==> src/rtl/dbg_link_pkg.sv <==
package dbg_link_pkg;

  typedef enum logic [2:0] {
    ST_IDLE,
    ST_ADDR,
    ST_WDATA,
    ST_BUS,
    ST_RESP
  } link_state_e;

  localparam logic [7:0] CMD_SYNC  = 8'h55;
  localparam logic [7:0] CMD_WRITE = 8'hC0;
  localparam logic [7:0] CMD_READ  = 8'h80;

endpackage

==> src/rtl/dbg_link_shift.sv <==
// Byte collector: each enabled byte enters the low lane and older bytes move up,
// so the first byte received ends up in the most significant lane.
module dbg_link_shift #(
  parameter int BYTES  = 4,
  parameter int BYTE_W = 8
) (
  input  logic                      clk,
  input  logic                      rst_n,
  input  logic                      en,
  input  logic [BYTE_W-1:0]         byte_in,
  output logic [BYTES*BYTE_W-1:0]   word_out
);

  logic [BYTES-1:0][BYTE_W-1:0] lane_q;

  for (genvar g = 0; g < BYTES; g++) begin : g_lane
    if (g == 0) begin : g_first
      always_ff @(posedge clk or negedge rst_n) begin
        if (!rst_n)  lane_q[g] <= '0;
        else if (en) lane_q[g] <= byte_in;
      end
    end else begin : g_next
      always_ff @(posedge clk or negedge rst_n) begin
        if (!rst_n)  lane_q[g] <= '0;
        else if (en) lane_q[g] <= lane_q[g-1];
      end
    end
  end

  assign word_out = lane_q;

endmodule

==> src/rtl/dbg_link_ser.sv <==
// Reply serializer: loads a word, presents its top byte, shifts up one byte per accept.
module dbg_link_ser #(
  parameter int BYTES  = 4,
  parameter int BYTE_W = 8
) (
  input  logic                      clk,
  input  logic                      rst_n,
  input  logic                      load,
  input  logic [BYTES*BYTE_W-1:0]   word_in,
  input  logic                      shift,
  output logic [BYTE_W-1:0]         byte_out
);

  logic [BYTES-1:0][BYTE_W-1:0] lane_q;

  for (genvar g = 0; g < BYTES; g++) begin : g_lane
    if (g == 0) begin : g_first
      always_ff @(posedge clk or negedge rst_n) begin
        if (!rst_n)     lane_q[g] <= '0;
        else if (load)  lane_q[g] <= word_in[g*BYTE_W +: BYTE_W];
        else if (shift) lane_q[g] <= '0;
      end
    end else begin : g_next
      always_ff @(posedge clk or negedge rst_n) begin
        if (!rst_n)     lane_q[g] <= '0;
        else if (load)  lane_q[g] <= word_in[g*BYTE_W +: BYTE_W];
        else if (shift) lane_q[g] <= lane_q[g-1];
      end
    end
  end

  assign byte_out = lane_q[BYTES-1];

endmodule

==> src/rtl/dbg_link_fsm.sv <==
module dbg_link_fsm
  import dbg_link_pkg::*;
#(
  parameter int ADDR_BYTES = 4,
  parameter int DATA_BYTES = 4,
  parameter int BYTE_W     = 8
) (
  input  logic              clk,
  input  logic              rst_n,
  input  logic              rx_valid,
  input  logic [BYTE_W-1:0] rx_data,
  output logic              rx_ready,
  input  logic              bus_ack,
  output logic              bus_req,
  output logic              bus_we,
  input  logic              tx_ready,
  output logic              tx_valid,
  output logic              addr_en,
  output logic              data_en,
  output logic              rsp_load,
  output logic              rsp_shift
);

  localparam int MAX_BYTES = (ADDR_BYTES > DATA_BYTES) ? ADDR_BYTES : DATA_BYTES;
  localparam int CNT_W     = $clog2(MAX_BYTES + 1);
  localparam logic [CNT_W-1:0] ADDR_LAST = CNT_W'(ADDR_BYTES - 1);
  localparam logic [CNT_W-1:0] DATA_LAST = CNT_W'(DATA_BYTES - 1);

  link_state_e      state_q, state_d;
  logic [CNT_W-1:0] cnt_q, cnt_d;
  logic             wr_q, wr_d;

  always_comb begin
    state_d = state_q;
    cnt_d   = cnt_q;
    wr_d    = wr_q;
    unique case (state_q)
      ST_IDLE: begin
        if (rx_valid) begin
          if (rx_data == CMD_WRITE) begin
            state_d = ST_ADDR;
            wr_d    = 1'b1;
            cnt_d   = '0;
          end else if (rx_data == CMD_READ) begin
            state_d = ST_ADDR;
            wr_d    = 1'b0;
            cnt_d   = '0;
          end
        end
      end
      ST_ADDR: begin
        if (rx_valid) begin
          if (cnt_q == ADDR_LAST) begin
            cnt_d   = '0;
            state_d = wr_q ? ST_WDATA : ST_BUS;
          end else begin
            cnt_d = cnt_q + CNT_W'(1);
          end
        end
      end
      ST_WDATA: begin
        if (rx_valid) begin
          if (cnt_q == DATA_LAST) begin
            cnt_d   = '0;
            state_d = ST_BUS;
          end else begin
            cnt_d = cnt_q + CNT_W'(1);
          end
        end
      end
      ST_BUS: begin
        if (bus_ack) begin
          cnt_d   = '0;
          state_d = wr_q ? ST_IDLE : ST_RESP;
        end
      end
      ST_RESP: begin
        if (tx_ready) begin
          if (cnt_q == DATA_LAST) begin
            cnt_d   = '0;
            state_d = ST_IDLE;
          end else begin
            cnt_d = cnt_q + CNT_W'(1);
          end
        end
      end
      default: state_d = ST_IDLE;
    endcase
  end

  always_ff @(posedge clk or negedge rst_n) begin
    if (!rst_n) begin
      state_q <= ST_IDLE;
      cnt_q   <= '0;
      wr_q    <= 1'b0;
    end else begin
      state_q <= state_d;
      cnt_q   <= cnt_d;
      wr_q    <= wr_d;
    end
  end

  assign rx_ready  = (state_q == ST_IDLE) || (state_q == ST_ADDR) || (state_q == ST_WDATA);
  assign bus_req   = (state_q == ST_BUS);
  assign bus_we    = wr_q;
  assign tx_valid  = (state_q == ST_RESP);
  assign addr_en   = (state_q == ST_ADDR)  && rx_valid;
  assign data_en   = (state_q == ST_WDATA) && rx_valid;
  assign rsp_load  = bus_req && bus_ack && !wr_q;
  assign rsp_shift = tx_valid && tx_ready;

  a_r2_sync_ignored: assert property (@(posedge clk) disable iff (!rst_n)
    (state_q == ST_IDLE && rx_valid && rx_data == CMD_SYNC) |=> (state_q == ST_IDLE && !bus_req && !tx_valid));

  a_r3_unknown_dropped: assert property (@(posedge clk) disable iff (!rst_n)
    (state_q == ST_IDLE && rx_valid && rx_data != CMD_WRITE && rx_data != CMD_READ) |=> state_q == ST_IDLE);

  a_r9_req_held: assert property (@(posedge clk) disable iff (!rst_n)
    (bus_req && !bus_ack) |=> bus_req);

  a_r12_write_returns: assert property (@(posedge clk) disable iff (!rst_n)
    (bus_req && bus_ack && bus_we) |=> (rx_ready && !bus_req && !tx_valid));

  a_r11_no_overlap: assert property (@(posedge clk) disable iff (!rst_n)
    !(bus_req && tx_valid));

endmodule

==> src/rtl/dbg_link_master.sv <==
module dbg_link_master
  import dbg_link_pkg::*;
#(
  parameter int ADDR_W = 32,
  parameter int DATA_W = 32,
  parameter int BYTE_W = 8
) (
  input  logic              clk,
  input  logic              rst_n,
  input  logic [BYTE_W-1:0] rx_data,
  input  logic              rx_valid,
  output logic              rx_ready,
  output logic [BYTE_W-1:0] tx_data,
  output logic              tx_valid,
  input  logic              tx_ready,
  output logic              bus_req,
  output logic              bus_we,
  output logic [ADDR_W-1:0] bus_addr,
  output logic [DATA_W-1:0] bus_wdata,
  input  logic [DATA_W-1:0] bus_rdata,
  input  logic              bus_ack
);

  localparam int ADDR_BYTES = ADDR_W / BYTE_W;
  localparam int DATA_BYTES = DATA_W / BYTE_W;
  localparam int ALIGN_BITS = $clog2(DATA_BYTES);
  localparam logic [ADDR_W-1:0] ALIGN_MASK = ADDR_W'((1 << ALIGN_BITS) - 1);

  // Reset: asserts at once, leaves through two flops
  logic [1:0] rst_pipe_q;
  logic       rst_core_n;

  always_ff @(posedge clk or negedge rst_n) begin
    if (!rst_n) rst_pipe_q <= '0;
    else        rst_pipe_q <= {rst_pipe_q[0], 1'b1};
  end
  assign rst_core_n = rst_pipe_q[1];

  logic              addr_en, data_en, rsp_load, rsp_shift;
  logic [ADDR_W-1:0] addr_raw;

  dbg_link_fsm #(
    .ADDR_BYTES (ADDR_BYTES),
    .DATA_BYTES (DATA_BYTES),
    .BYTE_W     (BYTE_W)
  ) u_fsm (
    .clk       (clk),
    .rst_n     (rst_core_n),
    .rx_valid  (rx_valid),
    .rx_data   (rx_data),
    .rx_ready  (rx_ready),
    .bus_ack   (bus_ack),
    .bus_req   (bus_req),
    .bus_we    (bus_we),
    .tx_ready  (tx_ready),
    .tx_valid  (tx_valid),
    .addr_en   (addr_en),
    .data_en   (data_en),
    .rsp_load  (rsp_load),
    .rsp_shift (rsp_shift)
  );

  dbg_link_shift #(.BYTES(ADDR_BYTES), .BYTE_W(BYTE_W)) u_addr (
    .clk      (clk),
    .rst_n    (rst_core_n),
    .en       (addr_en),
    .byte_in  (rx_data),
    .word_out (addr_raw)
  );

  dbg_link_shift #(.BYTES(DATA_BYTES), .BYTE_W(BYTE_W)) u_wdata (
    .clk      (clk),
    .rst_n    (rst_core_n),
    .en       (data_en),
    .byte_in  (rx_data),
    .word_out (bus_wdata)
  );

  dbg_link_ser #(.BYTES(DATA_BYTES), .BYTE_W(BYTE_W)) u_reply (
    .clk      (clk),
    .rst_n    (rst_core_n),
    .load     (rsp_load),
    .word_in  (bus_rdata),
    .shift    (rsp_shift),
    .byte_out (tx_data)
  );

  assign bus_addr = addr_raw & ~ALIGN_MASK;

  a_r9_addr_stable: assert property (@(posedge clk) disable iff (!rst_core_n)
    (bus_req && !bus_ack) |=> ($stable(bus_addr) && $stable(bus_wdata)));

  a_r10_first_byte: assert property (@(posedge clk) disable iff (!rst_core_n)
    (bus_req && bus_ack && !bus_we) |=> (tx_valid && tx_data == $past(bus_rdata[DATA_W-1 -: BYTE_W])));

  a_r10_tx_held: assert property (@(posedge clk) disable iff (!rst_core_n)
    (tx_valid && !tx_ready) |=> (tx_valid && $stable(tx_data)));

  a_r11_ready_low: assert property (@(posedge clk) disable iff (!rst_core_n)
    (bus_req || tx_valid) |-> !rx_ready);

endmodule

==> config.mk <==
export PLATFORM = sky130hd
export DESIGN_NAME = dbg_link_master
export DESIGN_NICKNAME = d
export VERILOG_FILES = /design/src/rtl/dbg_link_pkg.sv /design/src/rtl/dbg_link_shift.sv /design/src/rtl/dbg_link_ser.sv /design/src/rtl/dbg_link_fsm.sv /design/src/rtl/dbg_link_master.sv
export SDC_FILE = /design/constraint.sdc
export NUM_CORES = 1
export LEC_CHECK = 0
export BUFFER_PORTS_ARGS = -buffer_cell sky130_fd_sc_hd__buf_2
export CAP_MARGIN = 20
export CORE_UTILIZATION = 33
export DETAILED_ROUTE_END_ITERATION = 16
export PLACE_DENSITY = 0.51
export SYNTH_ARGS = -nofsm -noshare
export SYNTH_HDL_FRONTEND = slang
export SYNTH_HIERARCHICAL = 1
export SYNTH_SLANG_ARGS = --single-unit
export TNS_END_PERCENT = 5
==> constraint.sdc <==
create_clock -name clk -period 4.46 [get_ports clk]
set_clock_uncertainty 0.15 [all_clocks]
set_input_delay 0.223 -clock clk [delete_from_list [all_inputs] [get_ports clk]]
set_output_delay 0.223 -clock clk [all_outputs]
set_load 0.05 [all_outputs]
==> key figures <==
Status
  – Status: finished clean

Clocking
  – Bufs on Longest Clock Path: 2
  – Clk_lat worst skew: 0.35 ns
  – Resize count post-CTS: 0
  – Worst-path clk slew: 0.08 ns
  – CTS tree: done
  – # hold bufs at CTS: 35
  – Post-CTS Setup Bufs: 0
  – H-tree depth: 3
  – Clock root cell: clkbuf_16
  – Clock buffer count from CTS: 9
  – Clock Sinks: 105

Route
  – DR WL/cell: ~14 µm
  – Vias/cell: 4.49
  – Via count: 3006
  – DR iter-0 viols: 126
  – Remaining antenna violation count: 0
  – Final wirelength: 9650 µm
  – Residual DRC count: 0
  – Drt first pass iters: 4

Timing
  – Actual slew at the worst max-slew pin: 0.916 ns
  – RSZ-0062 raised after global routing: no
  – Setup TNS: 0 ns
  – Crit share post-route: between 50% and 60%
  – Post-route setup slack: just over 2 ns
  – Min Tclk post-route: 2.40 ns
  – Final count of pins violating max slew: 0
  – Final Setup Violations: 0
  – Rel. slew slack: 38.9%
  – Final Hold Vio Count: 0
  – FMAX: about 420 MHz

Cells and area
  – Layout net count: 526
  – Reg area: ~0.0026 mm²
  – Layout cell share with drive strength beyond 1: 44.7%
  – Final Non-Filler Cells: roughly 670
  – Inserted Diodes: 0
  – Area of the multi-input gates: 0.00191 mm²
  – Area growth from synthesis to layout: 23.4%
  – Layout fillers: between 1000 and 1500

Yosys
  – Syn Std Cell Area: 0.00489 mm²
  – Mapped Cells: between 300 and 400
  – Register area share after synthesis: roughly 54%
  – Distinct cells, synth: 42
  – Post-synthesis cell type with the largest combined area: dfrtp_1
  – Yosys warns: 6
  – Average size of a mapped cell: 14.2 µm²
  – Seq cells post-synth: 105
  – Synth area leaders: dfrtp_1 (54%), mux2_4 (19%), mux2i_1 (5.3%)
  – Synth top area share: a little over half

Worst setup path
  – CP max stage delay: 0.92 ns
  – Slowest CP cell: and3_2
  – Crit-path cells: and3_2 > mux2i_1 > o21ai_2
  – Instance count on the critical path: 3
  – Worst path arrival time: roughly 2.5 ns
  – Largest delay share family, worst path: simple AND/OR/NAND/NOR gates
  – Cells on worst reg2reg path: 3
  – Worst Setup Start Kind: register
  – Req. time, crit path: 4.52 ns
  – CP endpoint kind: register
  – Type of the worst setup path: register to register
  – Reg2Reg Setup Slack: 2.06 ns
  – CP bufs+invs: 0
  – Crit path max fanout: 32

Die
  – Starting Density: 33.8%
  – Chip Width: 124 µm
  – Core area: 0.0145 mm²
  – Row count: 44
  – DIE AREA: 0.0153 mm²
  – Die Y: 124 µm
  – Number of placed I/O pins: between 100 and 150

Pwr
  – Static power due to leakage: 2.84 nW
  – VDD IR max: 441 µV
  – Pwr Density: 825 mW/mm²

Placed design
  – Worst setup slack after placement: 2.07 ns
  – Placed Cells: 618
  – GP Congestion: slightly below 0.8
  – Port Buffers: 118
  – HPWL after DPL: 6310 µm

GRT
  – Largest net degree at the start of global routing: 73
  – Vias in the first global route: between 2000 and 3000
  – Total global-route track usage: 13.3%
  – Initial antenna violation count: 0
  – First-pass GRT wire length: 15400 µm
  – GRT overflow: 0

Min path
  – Hold Crit Depth: 2
  – Min-delay worst type: primary input to register

Run
  – MaxCap Viol Count: 0
-- worst reg2reg max path: stages (launching register included) --
cell and delay, ns:
dfrtp_1 0.79, and3_2 0.93, mux2i_1 0.33, o21ai_2 0.07
-- flip-flops by register name (all words and copies together), names as in the netlist --
| register | cells |
|---|---|
| u_addr/word_out | 32 |
| u_wdata/word_out | 32 |
| u_reply/lane_q | 24 |
| u_reply/byte_out | 8 |
| u_fsm/cnt_q | 3 |
| u_fsm/state_q | 3 |
| rst_pipe_q | 2 |
| u_fsm/bus_we | 1 |
-- Yosys cell counts --
library cell and number:
o211ai_2 1, mux2_4 61, and2_1 1, o41ai_1 1, buf_4 13, and3_1 1
and4bb_2 1, o221ai_1 1, inv_1 2, nor2_1 7, o21ai_0 3, a21o_1 1
or4b_4 1, or4_1 1, o21ai_2 2, dfrtp_1 105, nor4bb_1 1, clkbuf_2 1
xor2_1 1, nor4b_1 2, o221a_2 1, mux2_2 5, nand4b_1 1, nand2_1 34
nor3b_1 1, buf_6 8, nor4_4 2, mux2i_1 26, clkbuf_1 1, ha_1 1
conb_1 2, or3_2 1, o31ai_1 3, a21oi_1 1, buf_2 1, o21ai_1 27
o21a_1 1, buf_12 8, nor3_1 3, a22o_1 1, nand2b_1 8, clkbuf_8 1
-- layout make-up --
| cell class | instances | share of cell area, % |
|---|---|---|
| multi-input cells | 205 | 31.7 |
| clock buffers | 10 | 3.80 |
| repair buffers | 157 | 16.1 |
| well taps | 184 | 3.82 |
| inverters | 2 | 0.124 |
| clock inverters | 6 | 0.871 |
| flip-flops and latches | 105 | 43.6 |
-- cells by family after synthesis --
family / Yosys count / share of synthesized area (%)
AO/OA/AOI/OAI: 43 / 5.32
XOR/XNOR: 1 / 0.179
adder cells (fa/ha/maj): 1 / 0.256
buffers and inverters: 35 / 7.83
flip-flops: 105 / 53.7
multiplexers: 92 / 25.2
other: 2 / 0.154
AND/OR/NAND/NOR: 65 / 7.34
-- where the power goes --
group	internal, W	leakage [nW]	switching [W]
registers	0.00138	1.32	0.000345
clock network	0.000387	0.131	0.000358
logic	0.000908	1.39	0.00161
-- stage by stage --
stage                     instance area [µm²]  power [W]  utilization, %  hold slack, ns
final                                    6030    0.00498            41.7          0.0204
after global routing                     6030    0.00527            41.7         0.00725
after CTS                                6030    0.00505            41.7         0.00732
after detailed placement                 5400    0.00424            37.3          -0.138
after global placement                   5400    0.00420            37.3          -0.140
after floorplan                          4890    0.00383               -          -0.223
-- final timing paths --
path	startpoint	end
setup / recovery	u_fsm/state_q[2]$_DFFE_PN0P_	u_reply/lane_q[11]$_DFFE_PN0P_
hold / removal	rx_data[1]	u_addr/word_out[1]$_DFFE_PN0P_
setup reg to reg	u_fsm/state_q[2]$_DFFE_PN0P_	u_reply/lane_q[11]$_DFFE_PN0P_
hold reg to reg	rst_pipe_q[0]$_DFF_PN0_	rst_pipe_q[1]$_DFF_PN0_
max in group asynchronous	rst_pipe_q[1]$_DFF_PN0_	u_reply/byte_out[3]$_DFFE_PN0P_
min in group asynchronous	rst_n	rst_pipe_q[0]$_DFF_PN0_
-- routing by layer --
metal | GRT usage, % | share of wire (%) | up-vias
met5 | 0 | 0 | -
met1 | 18.1 | 48 | 1444
li1 | - | - | 1462
met3 | 4.21 | 6.3 | 12
met2 | 19.7 | 45 | 88
met4 | 4.74 | 1.2 | 0
-- cells in the final DEF, fill, tap and decap left out, types with 2 or more instances in the layout --
master         netlist  routed
buf_2                1     118
dfrtp_1            105     104
nor3_1               3       3
mux2i_1             26      26
o31ai_1              3       3
o21ai_1             27      27
nor4_4               2       2
inv_1                2       2
o21ai_2              2       2
buf_4               13       4
mux2_4              61      61
clkinv_4             0       2
dlygate4sd3_1        0      35
nand2b_1             8       8
nor2_1               7       7
clkinvlp_4           0       2
nand2_1             34      34
mux2_2               5       5
clkbuf_16            0       9
o21ai_0              3       3
conb_1               2       3
Note: power is estimated with default switching activity, not from simulation.
